$ cat src/rtl/jrp_pkg.sv
package jrp_pkg;

    localparam int IR_W = 5;

    localparam logic [IR_W-1:0] OP_PCTL   = 5'h08;
    localparam logic [IR_W-1:0] OP_PSTAT  = 5'h09;
    localparam logic [IR_W-1:0] OP_ACCESS = 5'h1C;
    localparam logic [IR_W-1:0] OP_IDCODE = 5'h1E;
    localparam logic [IR_W-1:0] OP_BYPASS = 5'h1F;
    localparam logic [IR_W-1:0] IR_CAPTURE = 5'b00001;

    typedef enum logic [3:0] {
        ST_RESET    = 4'd0,
        ST_IDLE     = 4'd1,
        ST_DR_SEL   = 4'd2,
        ST_DR_CAP   = 4'd3,
        ST_DR_SHIFT = 4'd4,
        ST_DR_EXIT1 = 4'd5,
        ST_DR_PAUSE = 4'd6,
        ST_DR_EXIT2 = 4'd7,
        ST_DR_UPD   = 4'd8,
        ST_IR_SEL   = 4'd9,
        ST_IR_CAP   = 4'd10,
        ST_IR_SHIFT = 4'd11,
        ST_IR_EXIT1 = 4'd12,
        ST_IR_PAUSE = 4'd13,
        ST_IR_EXIT2 = 4'd14,
        ST_IR_UPD   = 4'd15
    } tap_state_e;

    typedef enum logic [2:0] {
        SEL_BYP   = 3'd0,
        SEL_PCTL  = 3'd1,
        SEL_PSTAT = 3'd2,
        SEL_ADDR  = 3'd3,
        SEL_DATA  = 3'd4,
        SEL_ID    = 3'd5
    } dr_sel_e;

    typedef struct packed {
        logic busy;
        logic err;
    } acc_status_t;

    function automatic int max_of(input int a, input int b);
        return (a > b) ? a : b;
    endfunction

    function automatic tap_state_e tap_step(input tap_state_e s, input logic m);
        tap_state_e n;
        case (s)
            ST_RESET:    n = m ? ST_RESET    : ST_IDLE;
            ST_IDLE:     n = m ? ST_DR_SEL   : ST_IDLE;
            ST_DR_SEL:   n = m ? ST_IR_SEL   : ST_DR_CAP;
            ST_DR_CAP:   n = m ? ST_DR_EXIT1 : ST_DR_SHIFT;
            ST_DR_SHIFT: n = m ? ST_DR_EXIT1 : ST_DR_SHIFT;
            ST_DR_EXIT1: n = m ? ST_DR_UPD   : ST_DR_PAUSE;
            ST_DR_PAUSE: n = m ? ST_DR_EXIT2 : ST_DR_PAUSE;
            ST_DR_EXIT2: n = m ? ST_DR_UPD   : ST_DR_SHIFT;
            ST_DR_UPD:   n = m ? ST_DR_SEL   : ST_IDLE;
            ST_IR_SEL:   n = m ? ST_RESET    : ST_IR_CAP;
            ST_IR_CAP:   n = m ? ST_IR_EXIT1 : ST_IR_SHIFT;
            ST_IR_SHIFT: n = m ? ST_IR_EXIT1 : ST_IR_SHIFT;
            ST_IR_EXIT1: n = m ? ST_IR_UPD   : ST_IR_PAUSE;
            ST_IR_PAUSE: n = m ? ST_IR_EXIT2 : ST_IR_PAUSE;
            ST_IR_EXIT2: n = m ? ST_IR_UPD   : ST_IR_SHIFT;
            default:     n = m ? ST_DR_SEL   : ST_IDLE;
        endcase
        return n;
    endfunction

    function automatic dr_sel_e pick_dr(input logic [IR_W-1:0] code, input logic data_phase);
        dr_sel_e r;
        case (code)
            OP_PCTL:   r = SEL_PCTL;
            OP_PSTAT:  r = SEL_PSTAT;
            OP_ACCESS: r = data_phase ? SEL_DATA : SEL_ADDR;
            OP_IDCODE: r = SEL_ID;
            default:   r = SEL_BYP;
        endcase
        return r;
    endfunction

endpackage

$ cat src/rtl/jrp_tap_ctrl.sv
module jrp_tap_ctrl
    import jrp_pkg::*;
(
    input  logic       tck,
    input  logic       rst,
    input  logic       tms,
    output tap_state_e state
);

    tap_state_e st_q;

    always_ff @(posedge tck) begin
        if (rst) begin
            st_q <= ST_RESET;
        end else begin
            st_q <= tap_step(st_q, tms);
        end
    end

    assign state = st_q;

    // a high tms keeps the controller in Test-Logic-Reset
    a_r1_reset_sticky: assert property (@(posedge tck) disable iff (rst)
        (st_q == ST_RESET && tms) |=> (st_q == ST_RESET));

    // shift states are entered only through capture, exit2 or themselves
    a_r1_shift_entry: assert property (@(posedge tck) disable iff (rst)
        (st_q != ST_DR_CAP && st_q != ST_DR_EXIT2 && st_q != ST_DR_SHIFT) |=> (st_q != ST_DR_SHIFT));

endmodule

$ cat src/rtl/jrp_ir.sv
module jrp_ir
    import jrp_pkg::*;
(
    input  logic            tck,
    input  logic            rst,
    input  tap_state_e      state,
    input  logic            tdi,
    output logic [IR_W-1:0] ir,
    output logic            ir_lsb
);

    logic [IR_W-1:0] ir_sh;
    logic [IR_W-1:0] ir_q;

    always_ff @(posedge tck) begin
        if (rst) begin
            ir_sh <= '0;
            ir_q  <= OP_IDCODE;
        end else begin
            case (state)
                ST_IR_CAP:   ir_sh <= IR_CAPTURE;
                ST_IR_SHIFT: ir_sh <= {tdi, ir_sh[IR_W-1:1]};
                default:     ir_sh <= ir_sh;
            endcase
            if (state == ST_RESET) begin
                ir_q <= OP_IDCODE;
            end else if (state == ST_IR_UPD) begin
                ir_q <= ir_sh;
            end
        end
    end

    assign ir     = ir_q;
    assign ir_lsb = ir_sh[0];

    // the instruction changes only on Update-IR or Test-Logic-Reset
    a_r2_ir_hold: assert property (@(posedge tck) disable iff (rst)
        (state != ST_IR_UPD && state != ST_RESET) |=> $stable(ir));

    // Test-Logic-Reset selects the identification code
    a_r3_reset_selects_id: assert property (@(posedge tck) disable iff (rst)
        (state == ST_RESET) |=> (ir == OP_IDCODE));

endmodule

$ cat src/rtl/jrp_bus_agent.sv
module jrp_bus_agent #(
    parameter int IDX_W  = 7,
    parameter int DATA_W = 32
) (
    input  logic              tck,
    input  logic              rst,
    input  logic              start_rd,
    input  logic              start_wr,
    input  logic              err_clr,
    input  logic [IDX_W-1:0]  idx_in,
    input  logic [DATA_W-1:0] wdata_in,
    input  logic              bus_ack,
    output logic              bus_req,
    output logic              bus_we,
    output logic [IDX_W-1:0]  bus_idx,
    output logic [DATA_W-1:0] bus_wdata,
    output logic              busy,
    output logic              err,
    output logic              rd_done
);

    logic              req_q;
    logic              we_q;
    logic              err_q;
    logic [IDX_W-1:0]  idx_q;
    logic [DATA_W-1:0] wdata_q;

    always_ff @(posedge tck) begin
        if (rst) begin
            req_q   <= 1'b0;
            we_q    <= 1'b0;
            err_q   <= 1'b0;
            idx_q   <= '0;
            wdata_q <= '0;
        end else begin
            if (req_q && bus_ack) begin
                req_q <= 1'b0;
            end
            if (err_clr) begin
                err_q <= 1'b0;
            end
            if (start_rd || start_wr) begin
                if (req_q) begin
                    err_q <= 1'b1;
                end else begin
                    req_q   <= 1'b1;
                    we_q    <= start_wr;
                    idx_q   <= idx_in;
                    wdata_q <= wdata_in;
                end
            end
        end
    end

    assign bus_req   = req_q;
    assign bus_we    = we_q;
    assign bus_idx   = idx_q;
    assign bus_wdata = wdata_q;
    assign busy      = req_q;
    assign err       = err_q;
    assign rd_done   = req_q && bus_ack && !we_q;

    // an outstanding request holds its command until acknowledged
    a_r10_hold_until_ack: assert property (@(posedge tck) disable iff (rst)
        (bus_req && !bus_ack) |=> (bus_req && $stable(bus_idx) && $stable(bus_we) && $stable(bus_wdata)));

    // an acknowledge always ends the request
    a_r10_ack_ends: assert property (@(posedge tck) disable iff (rst)
        (bus_req && bus_ack) |=> (!bus_req || $past(start_rd || start_wr)));

endmodule

$ cat src/rtl/jtag_reg_port.sv
module jtag_reg_port
    import jrp_pkg::*;
#(
    parameter int          IDX_W    = 7,
    parameter int          DATA_W   = 32,
    parameter int          PWR_W    = 8,
    parameter logic [31:0] ID_VALUE = 32'h120034E5
) (
    input  logic              tck,
    input  logic              rst,
    input  logic              tms,
    input  logic              tdi,
    output logic              tdo,
    input  logic [PWR_W-1:0]  pwr_stat_i,
    output logic [PWR_W-1:0]  pwr_ctl_o,
    output logic              bus_req,
    output logic              bus_we,
    output logic [IDX_W-1:0]  bus_idx,
    output logic [DATA_W-1:0] bus_wdata,
    input  logic              bus_ack,
    input  logic [DATA_W-1:0] bus_rdata
);

    localparam int CMD_W = IDX_W + 1;
    localparam int SH_W  = max_of(max_of(DATA_W, 32), max_of(CMD_W, PWR_W));
    localparam int LEN_W = $clog2(SH_W);

    tap_state_e       st;
    logic [IR_W-1:0]  ir;
    logic             ir_lsb;
    logic             access_phase;
    dr_sel_e          sel;

    logic [SH_W-1:0]  sh;
    logic [SH_W-1:0]  sh_nxt;
    logic [SH_W-1:0]  cap_val;
    logic [LEN_W-1:0] len_m1;

    logic [PWR_W-1:0]  pwr_ctl_q;
    logic [CMD_W-1:0]  cmd_q;
    logic [DATA_W-1:0] data_q;

    logic              is_cap_dr;
    logic              is_shift_dr;
    logic              is_upd_dr;
    logic              start_rd;
    logic              start_wr;
    logic              err_clr;
    logic              busy;
    logic              err;
    logic              rd_done;
    logic [IDX_W-1:0]  idx_sel;
    acc_status_t       status;

    jrp_tap_ctrl u_tap (
        .tck   (tck),
        .rst   (rst),
        .tms   (tms),
        .state (st)
    );

    jrp_ir u_ir (
        .tck    (tck),
        .rst    (rst),
        .state  (st),
        .tdi    (tdi),
        .ir     (ir),
        .ir_lsb (ir_lsb)
    );

    assign is_cap_dr   = (st == ST_DR_CAP);
    assign is_shift_dr = (st == ST_DR_SHIFT);
    assign is_upd_dr   = (st == ST_DR_UPD);

    // Address/data alternation under the access instruction
    always_ff @(posedge tck) begin
        if (rst || st == ST_RESET || st == ST_IR_UPD) begin
            access_phase <= 1'b0;
        end else if (is_upd_dr && ir == OP_ACCESS) begin
            access_phase <= ~access_phase;
        end
    end

    assign sel = pick_dr(ir, access_phase);

    // Path length and capture value of the selected register
    assign status = '{busy: busy, err: err};

    always_comb begin
        case (sel)
            SEL_PCTL: begin
                len_m1  = LEN_W'(PWR_W - 1);
                cap_val = SH_W'(pwr_ctl_q);
            end
            SEL_PSTAT: begin
                len_m1  = LEN_W'(PWR_W - 1);
                cap_val = SH_W'(pwr_stat_i);
            end
            SEL_ADDR: begin
                len_m1  = LEN_W'(CMD_W - 1);
                cap_val = SH_W'(status);
            end
            SEL_DATA: begin
                len_m1  = LEN_W'(DATA_W - 1);
                cap_val = SH_W'(data_q);
            end
            SEL_ID: begin
                len_m1  = LEN_W'(31);
                cap_val = SH_W'(ID_VALUE);
            end
            default: begin
                len_m1  = '0;
                cap_val = '0;
            end
        endcase
    end

    always_comb begin
        sh_nxt         = sh >> 1;
        sh_nxt[len_m1] = tdi;
    end

    always_ff @(posedge tck) begin
        if (rst) begin
            sh <= '0;
        end else if (is_cap_dr) begin
            sh <= cap_val;
        end else if (is_shift_dr) begin
            sh <= sh_nxt;
        end
    end

    assign tdo = (st == ST_IR_SHIFT) ? ir_lsb : sh[0];

    // Update paths
    always_ff @(posedge tck) begin
        if (rst) begin
            pwr_ctl_q <= '0;
            cmd_q     <= '0;
            data_q    <= '0;
        end else begin
            if (is_upd_dr && sel == SEL_PCTL) begin
                pwr_ctl_q <= sh[PWR_W-1:0];
            end
            if (is_upd_dr && sel == SEL_ADDR) begin
                cmd_q <= sh[CMD_W-1:0];
            end
            if (is_upd_dr && sel == SEL_DATA) begin
                data_q <= sh[DATA_W-1:0];
            end else if (rd_done) begin
                data_q <= bus_rdata;
            end
        end
    end

    assign pwr_ctl_o = pwr_ctl_q;

    assign start_rd = is_upd_dr && (sel == SEL_ADDR) && !sh[0];
    assign start_wr = is_upd_dr && (sel == SEL_DATA) && cmd_q[0];
    assign err_clr  = is_cap_dr && (sel == SEL_ADDR);
    assign idx_sel  = start_rd ? sh[CMD_W-1:1] : cmd_q[CMD_W-1:1];

    jrp_bus_agent #(
        .IDX_W  (IDX_W),
        .DATA_W (DATA_W)
    ) u_bus (
        .tck       (tck),
        .rst       (rst),
        .start_rd  (start_rd),
        .start_wr  (start_wr),
        .err_clr   (err_clr),
        .idx_in    (idx_sel),
        .wdata_in  (sh[DATA_W-1:0]),
        .bus_ack   (bus_ack),
        .bus_req   (bus_req),
        .bus_we    (bus_we),
        .bus_idx   (bus_idx),
        .bus_wdata (bus_wdata),
        .busy      (busy),
        .err       (err),
        .rd_done   (rd_done)
    );

    // the control register moves only on its own update
    a_r4_ctl_hold: assert property (@(posedge tck) disable iff (rst)
        !(is_upd_dr && sel == SEL_PCTL) |=> $stable(pwr_ctl_o));

    // a read command on an idle bus raises a read request
    a_r8_read_issue: assert property (@(posedge tck) disable iff (rst)
        (is_upd_dr && sel == SEL_ADDR && !sh[0] && !bus_req) |=> (bus_req && !bus_we));

    // a command that finds the bus busy leaves the error bit set
    a_r11_busy_error: assert property (@(posedge tck) disable iff (rst)
        (is_upd_dr && sel == SEL_ADDR && !sh[0] && bus_req) |=> err);

    // an update under the status instruction starts no bus access
    a_r5_status_quiet: assert property (@(posedge tck) disable iff (rst)
        (is_upd_dr && sel == SEL_PSTAT && !bus_req) |=> !bus_req);

endmodule

$ cat config.mk
export PLATFORM = sky130hd
export DESIGN_NAME = jtag_reg_port
export DESIGN_NICKNAME = d
export VERILOG_FILES = /design/src/rtl/jrp_pkg.sv /design/src/rtl/jrp_tap_ctrl.sv /design/src/rtl/jrp_ir.sv /design/src/rtl/jrp_bus_agent.sv /design/src/rtl/jtag_reg_port.sv
export SDC_FILE = /design/constraint.sdc
export NUM_CORES = 1
export LEC_CHECK = 0
export BUFFER_PORTS_ARGS = -buffer_cell sky130_fd_sc_hd__buf_2
export CAP_MARGIN = 25
export CORE_AREA = 2 2 132 134
export CTS_BUF_LIST = sky130_fd_sc_hd__clkbuf_8
export DETAILED_ROUTE_END_ITERATION = 8
export DIE_AREA = 0 0 134 136
export PLACE_DENSITY = 0.7
export REMOVE_ABC_BUFFERS = 1
export SLEW_MARGIN = 25
export SYNTH_ARGS = -nofsm -noshare
export SYNTH_HDL_FRONTEND = slang
export SYNTH_SLANG_ARGS = --single-unit
$ cat constraint.sdc
create_clock -name tck -period 2.82 [get_ports tck]
set_input_delay 0.141 -clock tck [delete_from_list [all_inputs] [get_ports tck]]
set_output_delay 0.141 -clock tck [all_outputs]
set_load 0.01 [all_outputs]
Yosys cells after proc, flatten, opt, wreduce, memory -nomap -nowiden
Index checks and enable logic that the tools add are counted.
- register bits: 137
- latch bits: 0
- RAM bits: 0
- bits in read-only memories: 0
- input bits: 45
- output and inout bits: 50
- logic and storage cells: 98
- memories kept: 0
- $add $sub $neg: 0
- $mul: 0
- div/mod/pow operators: 0
- order comparisons: 2
- eq/ne operators: 23
- shifts and indexed selects: 0
- multiplexer cells: 33
- bitwise logic cells: 2
- reduce and logical (&&, ||, !) cells: 25
- operators with widths (kind ; number):
    $pmux 32 s5 ; 1
    $mux 32 ; 4
    $pmux 4 s11 ; 1
    $bwmux 32 ; 1
    $eq 4x4->1 const B ; 8
    $pmux 5 s2 ; 2
    $eq 4x3->1 const B ; 4
    $mux 4 ; 4
    $pmux 3 s4 ; 1
    $mux 1 ; 11
    $eq 5x4->1 const B ; 2
    $eq 5x5->1 const B ; 2
    $logic_and 1x1->1 ; 10
    $mux 3 ; 3
    $eq 4x2->1 const B ; 2
    $reduce_or 2->1 ; 4
    $mux 7 ; 1
    $eq 3x2->1 const B ; 2
    $eq 3x3->1 const B ; 2
    $lt 5x6->1 const B ; 1
    $mux 2 ; 3
    $reduce_bool 2->1 ; 3
    $demux 1 s5 ; 1
    $ge 5x1->1 const B ; 1
    7 further kinds ; 11

Depth between registers and ports, before layout
- depth after elaboration: 12
- depth in mapped cells: 8
- gate-level depth less buffers: 4

Cells and area by module
A second synthesis with hierarchy kept.
- cell total of the unflattened synthesis: 728
- area total of the unflattened synthesis: 6276.0 um2
- by module, submodules not included (module ; times used ; cells an instance ; area each (um2) ; sequential area each (um2)):
    jtag_reg_port ; 1 ; 469 ; 4108.9 ; 1621.6
    jrp_bus_agent ; 1 ; 186 ; 1496.4 ; 840.8
    jrp_ir ; 1 ; 36 ; 379.1 ; 200.2
    jrp_tap_ctrl ; 1 ; 37 ; 291.5 ; 80.1

Worst setup path after synthesis
Ideal clock, no wire load.
- path type: reg2reg
- from: register u_tap.st_q[0], in the netlist u_tap.state[0]
- to: register data_q[13]
- library setup time: 0.146 ns
- arrival time: 1.893 ns
- required time: 2.674 ns
- setup slack: 0.781 ns
- cell stages (with the launch flop): 9
- buffers on the path: 4
- clock period less this slack: 2.039 ns
- cell sequence: dfxtp_1 -> buf_6 -> or4b_1 -> buf_6 -> or3_4 -> buf_6 -> buf_6 -> nor2_1 -> a211oi_2
- word-level cells in the longest chain between the ends: 3
- elaborated cells between the ends (all ways): 4
- classes of those cells: 1 x eq/ne; 1 x mux; 2 x reduce/logical
- RTL lines (element ; RTL line ; source):
    start: declaration ; jrp_tap_ctrl.sv:10 ; tap_state_e st_q;
    start signal: assignment ; jrp_tap_ctrl.sv:16 ; st_q <= tap_step(st_q, tms);
    $eq 4x4->1 * ; jtag_reg_port.sv:73 ; assign is_upd_dr = (st == ST_DR_UPD);
    $logic_and 1x1->1 * ; jtag_reg_port.sv:148 ; if (is_upd_dr && sel == SEL_DATA) begin
    $mux 32 / $reduce_bool 2->1 (equally long branches) ; n/a ;
    end signal: assignment ; jtag_reg_port.sv:149 ; data_q <= sh[DATA_W-1:0];
    end signal: assignment ; jtag_reg_port.sv:151 ; data_q <= bus_rdata;
    end: declaration ; jtag_reg_port.sv:41 ; logic [DATA_W-1:0] data_q;
Mark *: on every way between the ends. The rest lies on a longest branch, timed or not.
A chain may end at the register's enable or synchronous reset.

Worst setup path after layout
- from: register u_tap.st_q[3], in the netlist u_tap.state[3]
- to: register data_q[29]
The elaborated chain is that of the path after synthesis.

==> results.toml <==
[power_and_ir_drop]
p_clk_share_pct = 41.1
p_switching_mw = 1.08
p_per_area_nw_per_um2 = 539
pwr-share-seq_pct = 49.9
total_power_mw = 4.11
p_int_mw = 3.03
cellLeakagePower_nw = 2.98
peakVddDrop_v = 0.000274
swShare_pct = 26.3
combPwrFrac_pct = 8.9

[sta]
tns_ps = 0
finalSetupViolCount = 0
hold_viol = 0
slew_headroom_pct = 43.7
fin_crit_ps = 2430
fmaxAchievable_mhz = 412
finClkSkew_ps = 13.6
tightestPinTransition_ps = 844
slew_viol_final = 0
timing.final.crit_share_pct = 86.1
rsz0062_at_grt = "no"

[placement]
routabilityCongestion = 0.855
hpwl_um = 11800
port_buffers = 94

[routing]
wire_per_inst_um = 17.1
num_vias = 5965
drt_iter0_drc = 461
dr.pass1.iters = 7
finalWirelength_um = 18100
via_per_inst = 5.63
drc = 0
antenna_left = 0

[clocking]
cts_hold_buf = 3
cts_tree = "done"
clock-root-buffer = "clkbuf_8"
cts_buffers = 17
path_clk_slew_ps = 80
htreeDepth = 4
clock_latency_ps = 450
numClockSinks = 137
cts_setup_buffers = 0
clk_path_buf_depth = 2
cts_resized = 0

[finish]
nets = 866
area_growth_pct = 15.8
drive_above_1_share_pct = 23.6
fillCellCount = 1632
diodes = 0

[critical_path]
crit_type = "reg2reg"
critical_path.max_fanout = 64
crit_family = "simple AND/OR/NAND/NOR gates"
worstPathCellList = "or4b_1 > or3_4 > nor2_1 > a211oi_2"
worstPathRequired_ps = 3110
slowest_delay_ps = 780
path_buf_inv = 0
endpoint_kind = "flip-flop"
start_kind = "flip-flop"
arrival_ps = 2720
cp_slowest_cell = "or3_4"

[synth]
synth_top_area_share_pct = 41.6
synth_area_leaders = "dfxtp_1 42%, mux2i_1 7.9%, a211oi_2 6.1%"
ys_async_sr_fraction_pct = 0
synth_cell_types = 57
yosysSeqAreaShare_pct = 41.6
ys_top_cells_by_count = "137 x dfxtp_1, 73 x a21oi_1, 72 x nor2_1"
synth.most_common_cell = "dfxtp_1"
yosysTopAreaCell = "dfxtp_1"
ys_ff_latch = 137
synth.avg_cell_area_sq_um = 8.70
synthesis.area_sq_um = 6590
synth_edf_count = 0
synth_cells = 757
synth-main-ff-cell = "dfxtp_1"
ys_warn_count = 0

[floorplan]
core_sq_um = 16900
die_w_um = 134
ios = 95
die_height_um = 136
die-area_sq_um = 18200
fp-row-count = 48
initial_core_util_pct = 39.0

[global_routing]
grt_pass1_wl_um = 28200
grt_use_total_pct = 19.6
overflow = 0
grt_start_max_net_pins = 67
antenna_found_initial = 1
grt_pass1_vias = 5397

[worst_hold_path]
hold_path.class = "in2reg"

[job]
drv_cap = 0

[run_status]
status = "completed"
==> registers in the layout, summed over array words and instances (netlist names) <==
signal           count
u_bus.bus_idx        7
data_q              32
u_ir.ir_sh           5
u_bus.bus_req        1
u_bus.bus_wdata     32
u_bus.bus_we         1
u_bus.err            1
sh                  32
cmd_q                8
access_phase         1
u_ir.ir              5
pwr_ctl_o            8
u_tap.state          4
==> kinds of logic after synthesis <==
family	Yosys count	synth area share [%]
AOI/OAI and AO/OA	228	24.3
and+or+nand+nor	253	19.4
DFF	137	41.6
xor gates and xnor gates	2	0.266
muxes	55	8.42
buffers and inverters	82	6.04
==> through the flow <==
stage          instances  util [%]  instance area (sq um)  hold WS, ps  setup slack, ps
3_3_place_gp        1024      42.5                   7180          441              509
5_1_grt             1059      45.2                   7630         31.2              238
4_1_cts             1059      45.2                   7620         5.01              410
2_1_floorplan        684         -                   6220          206             -482
6_report            1059      45.2                   7630         32.0              392
3_5_place_dp        1024      42.5                   7180          444              438
==> worst min-delay path: cells and delay by family <==
kind | cells | cell delay, ps
buffers and inverters | 1 | 100
AO/OA/AOI/OAI | 2 | 200
==> per-layer routing <==
layer | vias up | global-route usage, % | part of all wire (%)
met5 | - | 0 | 0
met4 | 0 | 6.09 | 1.6
met3 | 27 | 4.10 | 6.2
met2 | 190 | 31.7 | 46
met1 | 2843 | 26.2 | 46
li1 | 2905 | - | -
==> placed cells by master (no fill, tap or decap), types with 4 or more instances in the layout <==
| master | synthesis | layout |
|---|---|---|
| nor2_1 | 72 | 72 |
| and3_1 | 7 | 7 |
| inv_1 | 9 | 13 |
| o21ai_0 | 57 | 57 |
| clkbuf_8 | 0 | 19 |
| dfxtp_1 | 137 | 137 |
| or4b_2 | 8 | 8 |
| a221oi_1 | 6 | 6 |
| a211oi_2 | 32 | 32 |
| mux2i_1 | 52 | 52 |
| a311oi_1 | 23 | 23 |
| a21o_1 | 4 | 4 |
| a21oi_1 | 73 | 72 |
| buf_4 | 1 | 20 |
| a31oi_1 | 5 | 5 |
| nand3_1 | 64 | 64 |
| nand2b_1 | 4 | 4 |
| nor3_1 | 7 | 7 |
| buf_2 | 6 | 93 |
| nand2_1 | 62 | 62 |
| a211oi_1 | 10 | 10 |
==> worst paths after layout <==
check                             start                          to  slack [ps]  cells past startpoint
min reg2reg  u_ir.ir_sh[1]$_SDFFE_PP0P_  u_ir.ir_sh[1]$_SDFFE_PP0P_         450                      2
min                       pwr_stat_i[6]          sh[6]$_SDFFE_PP0N_          30                      3
max reg2reg   u_tap.state[3]$_SDFF_PP0_     data_q[29]$_SDFFE_PP0P_         390                      4
max           u_tap.state[3]$_SDFF_PP0_     data_q[29]$_SDFFE_PP0P_         390                      4
==> power by group through the flow <==
| stage | registers, mW | logic (mW) | clock network (mW) |
|---|---|---|---|
| global placement | 2.09 | 0.354 | 0 |
| global route | 2.06 | 0.404 | 1.80 |
| finish | 2.05 | 0.368 | 1.69 |
| CTS | 2.05 | 0.364 | 1.72 |
| floorplan | 2.09 | 0.174 | 0 |
| detailed placement | 2.10 | 0.360 | 0 |
==> layout make-up <==
cell class / count / area [sq um] / area share (%)
well taps: 225 / 282 / 3.69
inverters: 9 / 33.8 / 0.443
repair buffers: 118 / 686 / 8.99
clock buffers: 19 / 262 / 3.43
clock inverters: 13 / 154 / 2.02
flip-flops and latches: 137 / 2740 / 36.0
multi-input cells: 538 / 3470 / 45.5
No activity file was read; power rests on OpenSTA's default activity.
